--- config.mk ---
export PLATFORM = sky130hd
export DESIGN_NAME = sar_digitizer_ctrl
export DESIGN_NICKNAME = d
export VERILOG_FILES = /design/src/rtl/sar_pkg.sv /design/src/rtl/sar_sync.sv /design/src/rtl/sar_seq.sv /design/src/rtl/sar_reg.sv /design/src/rtl/sar_digitizer_ctrl.sv
export SDC_FILE = /design/constraint.sdc
export NUM_CORES = 1
export LEC_CHECK = 0
export CAP_MARGIN = 10
export CORE_ASPECT_RATIO = 1.75
export CORE_UTILIZATION = 25
export DETAILED_ROUTE_END_ITERATION = 8
export PLACE_DENSITY = 0.49
export SYNTH_ARGS = -nofsm -noshare
export SYNTH_HDL_FRONTEND = slang
export SYNTH_SLANG_ARGS = --single-unit
--- constraint.sdc ---
create_clock -name clk_i -period 1.3 [get_ports clk_i]
set_input_delay 0.26 -clock clk_i [delete_from_list [all_inputs] [get_ports clk_i]]
set_output_delay 0.26 -clock clk_i [all_outputs]
set_load 0.01 [all_outputs]
--- src/rtl/sar_pkg.sv ---
package sar_pkg;
  typedef enum logic [1:0] {
    ST_IDLE    = 2'd0,
    ST_PRESENT = 2'd1,
    ST_DECIDE  = 2'd2,
    ST_SAMPLE  = 2'd3
  } sar_state_e;
endpackage

--- src/rtl/sar_sync.sv ---
module sar_sync #(
  parameter int STAGES = 1
) (
  input  logic clk_i,
  input  logic rst_ni,
  input  logic d_i,
  output logic q_o
);
  logic [STAGES-1:0] chain_q;

  generate
    for (genvar g = 0; g < STAGES; g++) begin : g_stage
      if (g == 0) begin : g_first
        always_ff @(posedge clk_i or negedge rst_ni) begin
          if (!rst_ni) chain_q[g] <= 1'b0;
          else         chain_q[g] <= d_i;
        end
      end else begin : g_next
        always_ff @(posedge clk_i or negedge rst_ni) begin
          if (!rst_ni) chain_q[g] <= 1'b0;
          else         chain_q[g] <= chain_q[g-1];
        end
      end
    end
  endgenerate

  assign q_o = chain_q[STAGES-1];
endmodule

--- src/rtl/sar_seq.sv ---
module sar_seq
  import sar_pkg::*;
#(
  parameter int WIDTH       = 8,
  parameter int SYNC_STAGES = 1,
  localparam int IW = (WIDTH > 1) ? $clog2(WIDTH) : 1
) (
  input  logic          clk_i,
  input  logic          rst_ni,
  input  logic          start_i,
  output sar_state_e    state_o,
  output logic [IW-1:0] bit_o,
  output logic          load_o,
  output logic          decide_o,
  output logic          last_o
);
  localparam int WCW = (SYNC_STAGES > 1) ? $clog2(SYNC_STAGES) : 1;
  localparam logic [IW-1:0]  TOP_BIT  = IW'(WIDTH - 1);
  localparam logic [WCW-1:0] WAIT_END = WCW'(SYNC_STAGES - 1);

  sar_state_e     state_q, state_d;
  logic [IW-1:0]  bit_q, bit_d;
  logic [WCW-1:0] wait_q, wait_d;

  always_comb begin
    state_d = state_q;
    bit_d   = bit_q;
    wait_d  = wait_q;
    unique case (state_q)
      ST_IDLE: begin
        if (start_i) begin
          state_d = ST_PRESENT;
          bit_d   = TOP_BIT;
          wait_d  = '0;
        end
      end
      ST_PRESENT: begin
        if (wait_q == WAIT_END) state_d = ST_DECIDE;
        else                    wait_d  = wait_q + 1'b1;
      end
      ST_DECIDE: begin
        wait_d = '0;
        if (bit_q == '0) begin
          state_d = ST_SAMPLE;
        end else begin
          state_d = ST_PRESENT;
          bit_d   = bit_q - 1'b1;
        end
      end
      ST_SAMPLE: state_d = ST_IDLE;
      default:   state_d = ST_IDLE;
    endcase
  end

  always_ff @(posedge clk_i or negedge rst_ni) begin
    if (!rst_ni) begin
      state_q <= ST_SAMPLE;
      bit_q   <= '0;
      wait_q  <= '0;
    end else begin
      state_q <= state_d;
      bit_q   <= bit_d;
      wait_q  <= wait_d;
    end
  end

  assign state_o  = state_q;
  assign bit_o    = bit_q;
  assign load_o   = (state_q == ST_IDLE) && start_i;
  assign decide_o = (state_q == ST_DECIDE);
  assign last_o   = (bit_q == '0);
endmodule

--- src/rtl/sar_reg.sv ---
module sar_reg #(
  parameter int WIDTH = 8,
  localparam int IW = (WIDTH > 1) ? $clog2(WIDTH) : 1
) (
  input  logic             clk_i,
  input  logic             rst_ni,
  input  logic             load_i,
  input  logic             decide_i,
  input  logic             last_i,
  input  logic [IW-1:0]    bit_i,
  input  logic             cmp_i,
  output logic [WIDTH-1:0] code_o,
  output logic [WIDTH-1:0] result_o,
  output logic             valid_o
);
  localparam logic [WIDTH-1:0] ONE = WIDTH'(1);
  localparam logic [WIDTH-1:0] MSB = ONE << (WIDTH - 1);

  logic [WIDTH-1:0] sar_q, sar_d, res_q, res_d;
  logic             valid_q, valid_d;
  logic [WIDTH-1:0] trial_mask, lower_mask, resolved;

  assign trial_mask = ONE << bit_i;
  assign lower_mask = trial_mask >> 1;
  assign resolved   = sar_q & ~(cmp_i ? trial_mask : '0);

  always_comb begin
    sar_d   = sar_q;
    res_d   = res_q;
    valid_d = 1'b0;
    if (load_i) begin
      sar_d = MSB;
    end else if (decide_i) begin
      sar_d = resolved | lower_mask;
      if (last_i) begin
        res_d   = resolved;
        valid_d = 1'b1;
      end
    end
  end

  always_ff @(posedge clk_i or negedge rst_ni) begin
    if (!rst_ni) begin
      sar_q   <= '0;
      res_q   <= '0;
      valid_q <= 1'b0;
    end else begin
      sar_q   <= sar_d;
      res_q   <= res_d;
      valid_q <= valid_d;
    end
  end

  assign code_o   = sar_q;
  assign result_o = res_q;
  assign valid_o  = valid_q;
endmodule

--- src/rtl/sar_digitizer_ctrl.sv ---
module sar_digitizer_ctrl
  import sar_pkg::*;
#(
  parameter int WIDTH       = 8,
  parameter int SYNC_STAGES = 1
) (
  input  logic             clk_i,
  input  logic             rst_ni,
  input  logic             start_i,
  input  logic             cmp_above_i,
  output logic             sample_o,
  output logic [WIDTH-1:0] dac_code_o,
  output logic [WIDTH-1:0] result_o,
  output logic             result_valid_o,
  output logic             busy_o
);
  localparam int IW = (WIDTH > 1) ? $clog2(WIDTH) : 1;

  sar_state_e    state;
  logic [IW-1:0] bit_idx;
  logic          load, decide, last, cmp_sync;

  sar_sync #(.STAGES(SYNC_STAGES)) u_sync (
    .clk_i  (clk_i),
    .rst_ni (rst_ni),
    .d_i    (cmp_above_i),
    .q_o    (cmp_sync)
  );

  sar_seq #(.WIDTH(WIDTH), .SYNC_STAGES(SYNC_STAGES)) u_seq (
    .clk_i    (clk_i),
    .rst_ni   (rst_ni),
    .start_i  (start_i),
    .state_o  (state),
    .bit_o    (bit_idx),
    .load_o   (load),
    .decide_o (decide),
    .last_o   (last)
  );

  sar_reg #(.WIDTH(WIDTH)) u_reg (
    .clk_i    (clk_i),
    .rst_ni   (rst_ni),
    .load_i   (load),
    .decide_i (decide),
    .last_i   (last),
    .bit_i    (bit_idx),
    .cmp_i    (cmp_sync),
    .code_o   (dac_code_o),
    .result_o (result_o),
    .valid_o  (result_valid_o)
  );

  assign sample_o = (state == ST_SAMPLE);
  assign busy_o   = (state != ST_IDLE);
endmodule

==> results of run 1 <==
layout make-up:
type / count / area (µm²) / share of cell area [%]
Clock buffer: 3 / 41.3 / 2.52
Clock inverter: 1 / 5.00 / 0.306
Inverter: 7 / 26.3 / 1.61
Multi-Input combinational cell: 67 / 517 / 31.6
Sequential cell: 23 / 578 / 35.3
Tap cell: 49 / 61.3 / 3.75
Timing Repair Buffer: 40 / 408 / 24.9
through the flow:
step                total power [mW]  hold WS (ns)  TNS, ns  utilization, %  instance area, µm²
floorplan                       1.62       -0.0356  -0.0101               -                1080
global placement                2.29         0.462    -1.48            35.8                1470
detailed placement              2.34         0.473    -1.77            35.8                1470
CTS                             2.84         0.343   -0.521            37.4                1540
global route                    3.09         0.345    -1.36            39.8                1640
finish                          2.89         0.340   -0.502            39.8                1640
worst max-delay path: cells and delay by family (launching register included):
family / cells / cell delay (ns)
flops: 1 / 0.55
buf+inv: 3 / 0.38
compound gates: 3 / 0.33
path summary, 6_finish.rpt:
check | from | end | slack (ns) | depth (start not counted)
max | u_seq.state_o[1] | u_reg.code_o[6] | -0.08 | 6
min | rst_ni | u_reg.result_o[1] | 0.34 | 2
max reg2reg | u_seq.state_o[1] | u_reg.code_o[6] | -0.08 | 6
min reg2reg | u_reg.result_o[2] | u_reg.result_o[2] | 0.49 | 2
max in group asynchronous | rst_ni | u_seq.state_o[0] | 0.74 | 2
min in group clk_i | cmp_above_i | u_sync.q_o | 0.43 | 1
flip-flops by register name, indices dropped and copies added, names as in the netlist:
register / cells
u_reg.code_o: 8
u_reg.result_o: 8
u_reg.valid_o: 1
u_seq.bit_o: 3
u_seq.state_o: 2
u_sync.q_o: 1
metal layers:
metal,global-route usage (%),routed length (µm),up-vias
met5,0,0,-
met4,5.90,38,0
met3,0.694,33,2
met2,24.6,1610,9
met1,13.0,1050,446
li1,-,-,434
repair_timing:
action,4_1_cts,5_1_grt
endpoints found under the hold margin,0,0
buffers inserted,1,1
cloned,0,2
gates resized for setup,38,22
pin swaps,4,4
setup endpoints to repair,34,21
power by group through the flow:
stage / registers [mW] / logic [mW] / clock network [mW]
after detailed placement: 1.02 / 1.32 / 0
after CTS: 1.00 / 1.38 / 0.459
after global placement: 1.01 / 1.28 / 0
after floorplan: 1.08 / 0.538 / 0
final: 1.01 / 1.43 / 0.445
after global routing: 1.03 / 1.56 / 0.497
cells in the mapped netlist (all sizes together):
master	n	area share (%)
buf	3	2.2
o21bai	2	1.8
dfrtp	21	50
nand2	15	5.3
nand4bb	1	1.1
inv	7	2.5
a41oi	1	0.83
nand3b	4	2.8
nor2	2	0.71
nor3b	1	0.71
clkbuf	2	0.71
a31oi	1	0.59
o21ai	15	7.4
nand2b	1	0.59
and2b	1	0.71
dfstp	2	5.0
a22oi	3	2.1
a32oi	4	3.3
a21oi	7	3.3
nand3	3	1.4
mux2	1	1.4
ha	5	5.9
cells by family (layout without fill, tap and decap cells):
family | after synthesis | in the layout | share of synthesized area [%]
AOI/OAI and AO/OA | 33 | 33 | 19.4
adders and majority gates | 5 | 5 | 5.90
buffers and inverters | 12 | 51 | 5.43
DFF | 23 | 23 | 54.5
muxes | 1 | 1 | 1.42
and+or+nand+nor | 28 | 28 | 13.3
==> results by group, run 1 <==
Finish
  • Most common cell after layout, fill and taps aside: dfrtp_1
  • Non-Filler Instances: 190
  • Most frequent cells in the layout: dfrtp_1 (21), dlygate4sd2_1 (17), o21ai_1 (12)
  • Layout Nets: 151
  • Number of diodes: 0
  • Share of cells above drive strength 1: 32.6%
  • P&R area growth vs syn: 54.4%
  • Fill count: 437

Worst setup path
  • Slowest library cell on the worst path: dfstp_2
  • CP Capture Type: flop
  • Crit-path cells: buf_6, buf_4, o21bai_4, buf_6, a32oi_1, o21ai_1
  • CP Data Required Time: 1.45 ns
  • CP arrival: 1.53 ns
  • Crit-path max cell delay: 0.55 ns
  • CP Launch Type: flop
  • Setup CP Type: reg2reg
  • Most frequent CP cell: buf_6
  • Critical Path Fanout Max: 6

STA
  • Final period util: 106%
  • Min cycle time layout: 1.38 ns
  • Setup WS post-layout: -0.0779 ns
  • Endpoints failing setup: 13
  • Worst-Margin Slew: 0.298 ns
  • Clk_skew: 0.00210 ns
  • Peak Freq: 726 MHz
  • Final Hold Viols: 0
  • Max-slew violations: 0
  • RSZ-0062 raised after global routing: true
  • Relative slew slack: 80.1%

Floorplan
  • Core ar.: 0.00411 mm²
  • DIE HEIGHT: 88.1 µm
  • Num ports: 23
  • Die area: 0.00451 mm²
  • Row count: 31
  • Die Width: 51.2 µm
  • Starting Density: 25.8%

Detailed routing
  • DR vias: 891
  • Residual DRC: 0
  • Routed WL: 2.73 mm
  • Avg WL per Cell: 14.4 µm
  • Routed Antenna Nets: 0
  • Iter 0 DRT Violations: 19
  • Via density: 4.69
  • First-pass DRT Iterations: 4

Power
  • Power per Cell Area: 1760 mW/mm²
  • Psw: 1.09 mW
  • Peak VDD IR: 0.681 mV
  • Combinational share of power: 49.6%
  • Switch share: 37.8%
  • Clock Power Share: 15.4%
  • P_leak: 0.783 nW
  • Flop pwr share: 35.0%
  • Internal: 1.80 mW

Synthesis
  • Synth warnings: 0
  • Syn Area/Cell: 10.4 µm²
  • Share of the yosys chip area belonging to registers: 54.5%
  • Post-synth cell types: 26
  • Netlist Area Pre-Place: 0.00106 mm²
  • Yosys reg bits: 23
  • Syn Nets: 111
  • Mapped Cells: 102

Placement
  • Placed Instances: 183
  • Post-DP HPWL: 1.89 mm
  • GP Congestion: 0.748
  • Dpl ws: -0.177 ns
  • Port-buffer cells: 22

CTS
  • CTS hold repair buffers: 0
  • Cts bufs inserted: 3
  • CTS tree: yes
  • H-Tree Depth: 1
  • Root Buffer Master: clkbuf_8
  • CTS Sinks: 23
  • Deepest clock path buffer count: 2
  • Worst skew pair latency: 0.26 ns
  • CTS clk-pin slew, worst paths: 0.08 ns

GRT
  • Total track usage: 12.5%
  • Largest net degree at the start of global routing: 24
  • First-pass GRT wire length: 4.26 mm
  • Initial antenna violation count: 0
  • Remaining global-route overflow: 0
  • Vias in the first global route: 937

Status
  • Failing checks: negative setup slack
  • Outcome: finished, violations left

Run
  • Max Cap Viol: 0

Min path
  • Worst hold path type: in2async
No activity file was read; power rests on OpenSTA's default activity.
==> run 2, diff against run 1 <==
--- a/config.mk
+++ b/config.mk
@@ -5,11 +5,11 @@
 export SDC_FILE = /design/constraint.sdc
 export NUM_CORES = 1
 export LEC_CHECK = 0
-export CAP_MARGIN = 10
 export CORE_ASPECT_RATIO = 1.75
-export CORE_UTILIZATION = 25
+export CORE_UTILIZATION = 44
 export DETAILED_ROUTE_END_ITERATION = 8
-export PLACE_DENSITY = 0.49
+export GPL_ROUTABILITY_DRIVEN = 0
+export PLACE_DENSITY = 0.76
 export SYNTH_ARGS = -nofsm -noshare
 export SYNTH_HDL_FRONTEND = slang
 export SYNTH_SLANG_ARGS = --single-unit
==> run 2 against run 1 <==
Critical endpoint is now u_reg.result_o[7]. Largest cell class unchanged. The run still ends with negative setup slack left. First-iteration DRC count increased to 2.9 times the previous value. Sequential share of layout area decreased by 0.29 points. Combinational power about the same.
==> results by group, run 2 (synthesized netlist as in run 1, its figures left out) <==
Status
  • Outcome: finished, violations left
  • Failing checks: negative setup slack

Min path
  • Worst hold path type: in2async

Finish
  • Area occupied by multi-input gates: 538 µm²
  • Layout Nets: 154
  • Number of diodes: 0
  • Sequential cell area: 578 µm²
  • Most frequent cells in the layout: dfrtp_1 (21), dlygate4sd2_1 (17), buf_4 (13)
  • P&R area growth vs syn: 55.7%
  • Fill count: 161
  • Share of cells above drive strength 1: 41.0%
  • Most common cell after layout, fill and taps aside: dfrtp_1

Floorplan
  • Die Width: 39.1 µm
  • Die area: 0.00262 mm²
  • Row count: 23
  • DIE HEIGHT: 66.9 µm
  • Starting Density: 46.6%
  • Core ar.: 0.00227 mm²
  • Num ports: 23

STA
  • Max-slew violations: 0
  • Peak Freq: 709 MHz
  • Relative slew slack: 78.5%
  • RSZ-0062 raised after global routing: true
  • Min cycle time layout: 1.41 ns
  • Final period util: 109%
  • Worst-Margin Slew: 0.323 ns
  • Clk_skew: 0.00212 ns
  • Endpoints failing setup: 15
  • Setup_tns: -0.947 ns
  • Final Hold Viols: 0
  • Setup WS post-layout: -0.111 ns

Worst setup path
  • CP startpoint: u_seq.state_o[1]
  • R2r startpoint: u_seq.state_o[1]
  • Most frequent CP cell: buf_6
  • Crit-path cells: buf_6, nand4bb_4, buf_6, mux2_4
  • Slowest library cell on the worst path: dfstp_2
  • CP Capture Type: flop
  • CP Launch Type: flop
  • Crit-path max cell delay: 0.57 ns
  • CP Data Required Time: 1.46 ns
  • Critical Path Fanout Max: 6
  • Setup CP Type: reg2reg
  • CP arrival: 1.57 ns

Detailed routing
  • Routed WL: 3.02 mm
  • Avg WL per Cell: 17.8 µm
  • Routed Antenna Nets: 0
  • Residual DRC: 0
  • DR vias: 984
  • Iter 0 DRT Violations: 55
  • First-pass DRT Iterations: 4
  • Via density: 5.82

GRT
  • Remaining global-route overflow: 0
  • Vias in the first global route: 987
  • Initial antenna violation count: 0
  • First-pass GRT wire length: 4.37 mm
  • Largest net degree at the start of global routing: 24
  • Total track usage: 24.4%

CTS
  • CTS Sinks: 23
  • Worst skew pair latency: 0.26 ns
  • CTS tree: yes
  • Cts bufs inserted: 3
  • H-Tree Depth: 1
  • Root Buffer Master: clkbuf_8
  • CTS hold repair buffers: 0
  • CTS clk-pin slew, worst paths: 0.08 ns
  • Deepest clock path buffer count: 2

Placement
  • Port-buffer cells: 22
  • Dpl ws: -0.197 ns
  • Post-DP HPWL: 1.83 mm

Run
  • Max Cap Viol: 0

Power
  • P_leak: 0.801 nW
  • Peak VDD IR: 1.13 mV
  • Power per Cell Area: 1770 mW/mm²
-- run 2: worst max-delay path, delay by kind of cell (launching register included) --
kind / cells / cell delay [ns]
DFF: 1 / 0.57
and+or+nand+nor: 1 / 0.16
buffers and inverters: 2 / 0.30
muxes: 1 / 0.28
-- run 2: through the flow --
stage	area (µm²)	power, mW	cells	hold WS [ns]	util (%)
after floorplan	1080	1.62	102	-0.0356	-
after global placement	1420	2.20	158	0.459	62.6
after detailed placement	1420	2.28	158	0.470	62.6
after CTS	1560	2.72	164	0.348	68.8
after global routing	1650	3.06	169	0.356	72.6
final	1650	2.93	169	0.341	72.6
-- run 2: area by class of cell --
cell class / count / area share (%)
clock buffers: 3 / 2.50
flip-flops and latches: 23 / 35.0
inverters: 7 / 1.59
repair buffers: 43 / 26.1
well taps: 25 / 1.90
multi-input cells: 67 / 32.6
clock inverters: 1 / 0.303
-- run 2: final timing paths --
check | endpoint | slack [ns] | cells after the start
min in group clk_i | u_sync.q_o | 0.43 | 1
min | u_reg.result_o[7] | 0.34 | 2
max in group asynchronous | u_seq.state_o[0] | 0.74 | 2
min reg2reg | u_reg.result_o[5] | 0.49 | 2
max reg2reg | u_reg.result_o[7] | -0.11 | 4
max | u_reg.result_o[7] | -0.11 | 4
-- run 2: layer usage --
| layer | GRT usage (%) | vias to the layer above | wire length, µm |
|---|---|---|---|
| li1 | - | 440 | - |
| met1 | 23.6 | 491 | 1160 |
| met2 | 43.3 | 43 | 1660 |
| met3 | 3.33 | 10 | 98 |
| met4 | 18.1 | 0 | 92 |
| met5 | 0 | - | 0 |
-- run 2: what timing repair did --
action	in CTS	in global routing
hold endpoints to repair	0	0
cloned	2	0
buffers inserted	0	5
pin swaps	8	5
resized for setup	52	19
setup endpoints to repair	33	21
-- run 2: power breakdown --
| group | internal [mW] | switching, mW | total (mW) | leakage (nW) |
|---|---|---|---|---|
| Combinational | 0.668 | 0.786 | 1.45 | 0.485 |
| Sequential | 0.894 | 0.132 | 1.03 | 0.291 |
| Clock | 0.214 | 0.231 | 0.445 | 0.0255 |
| Total | 1.78 | 1.15 | 2.93 | 0.801 |
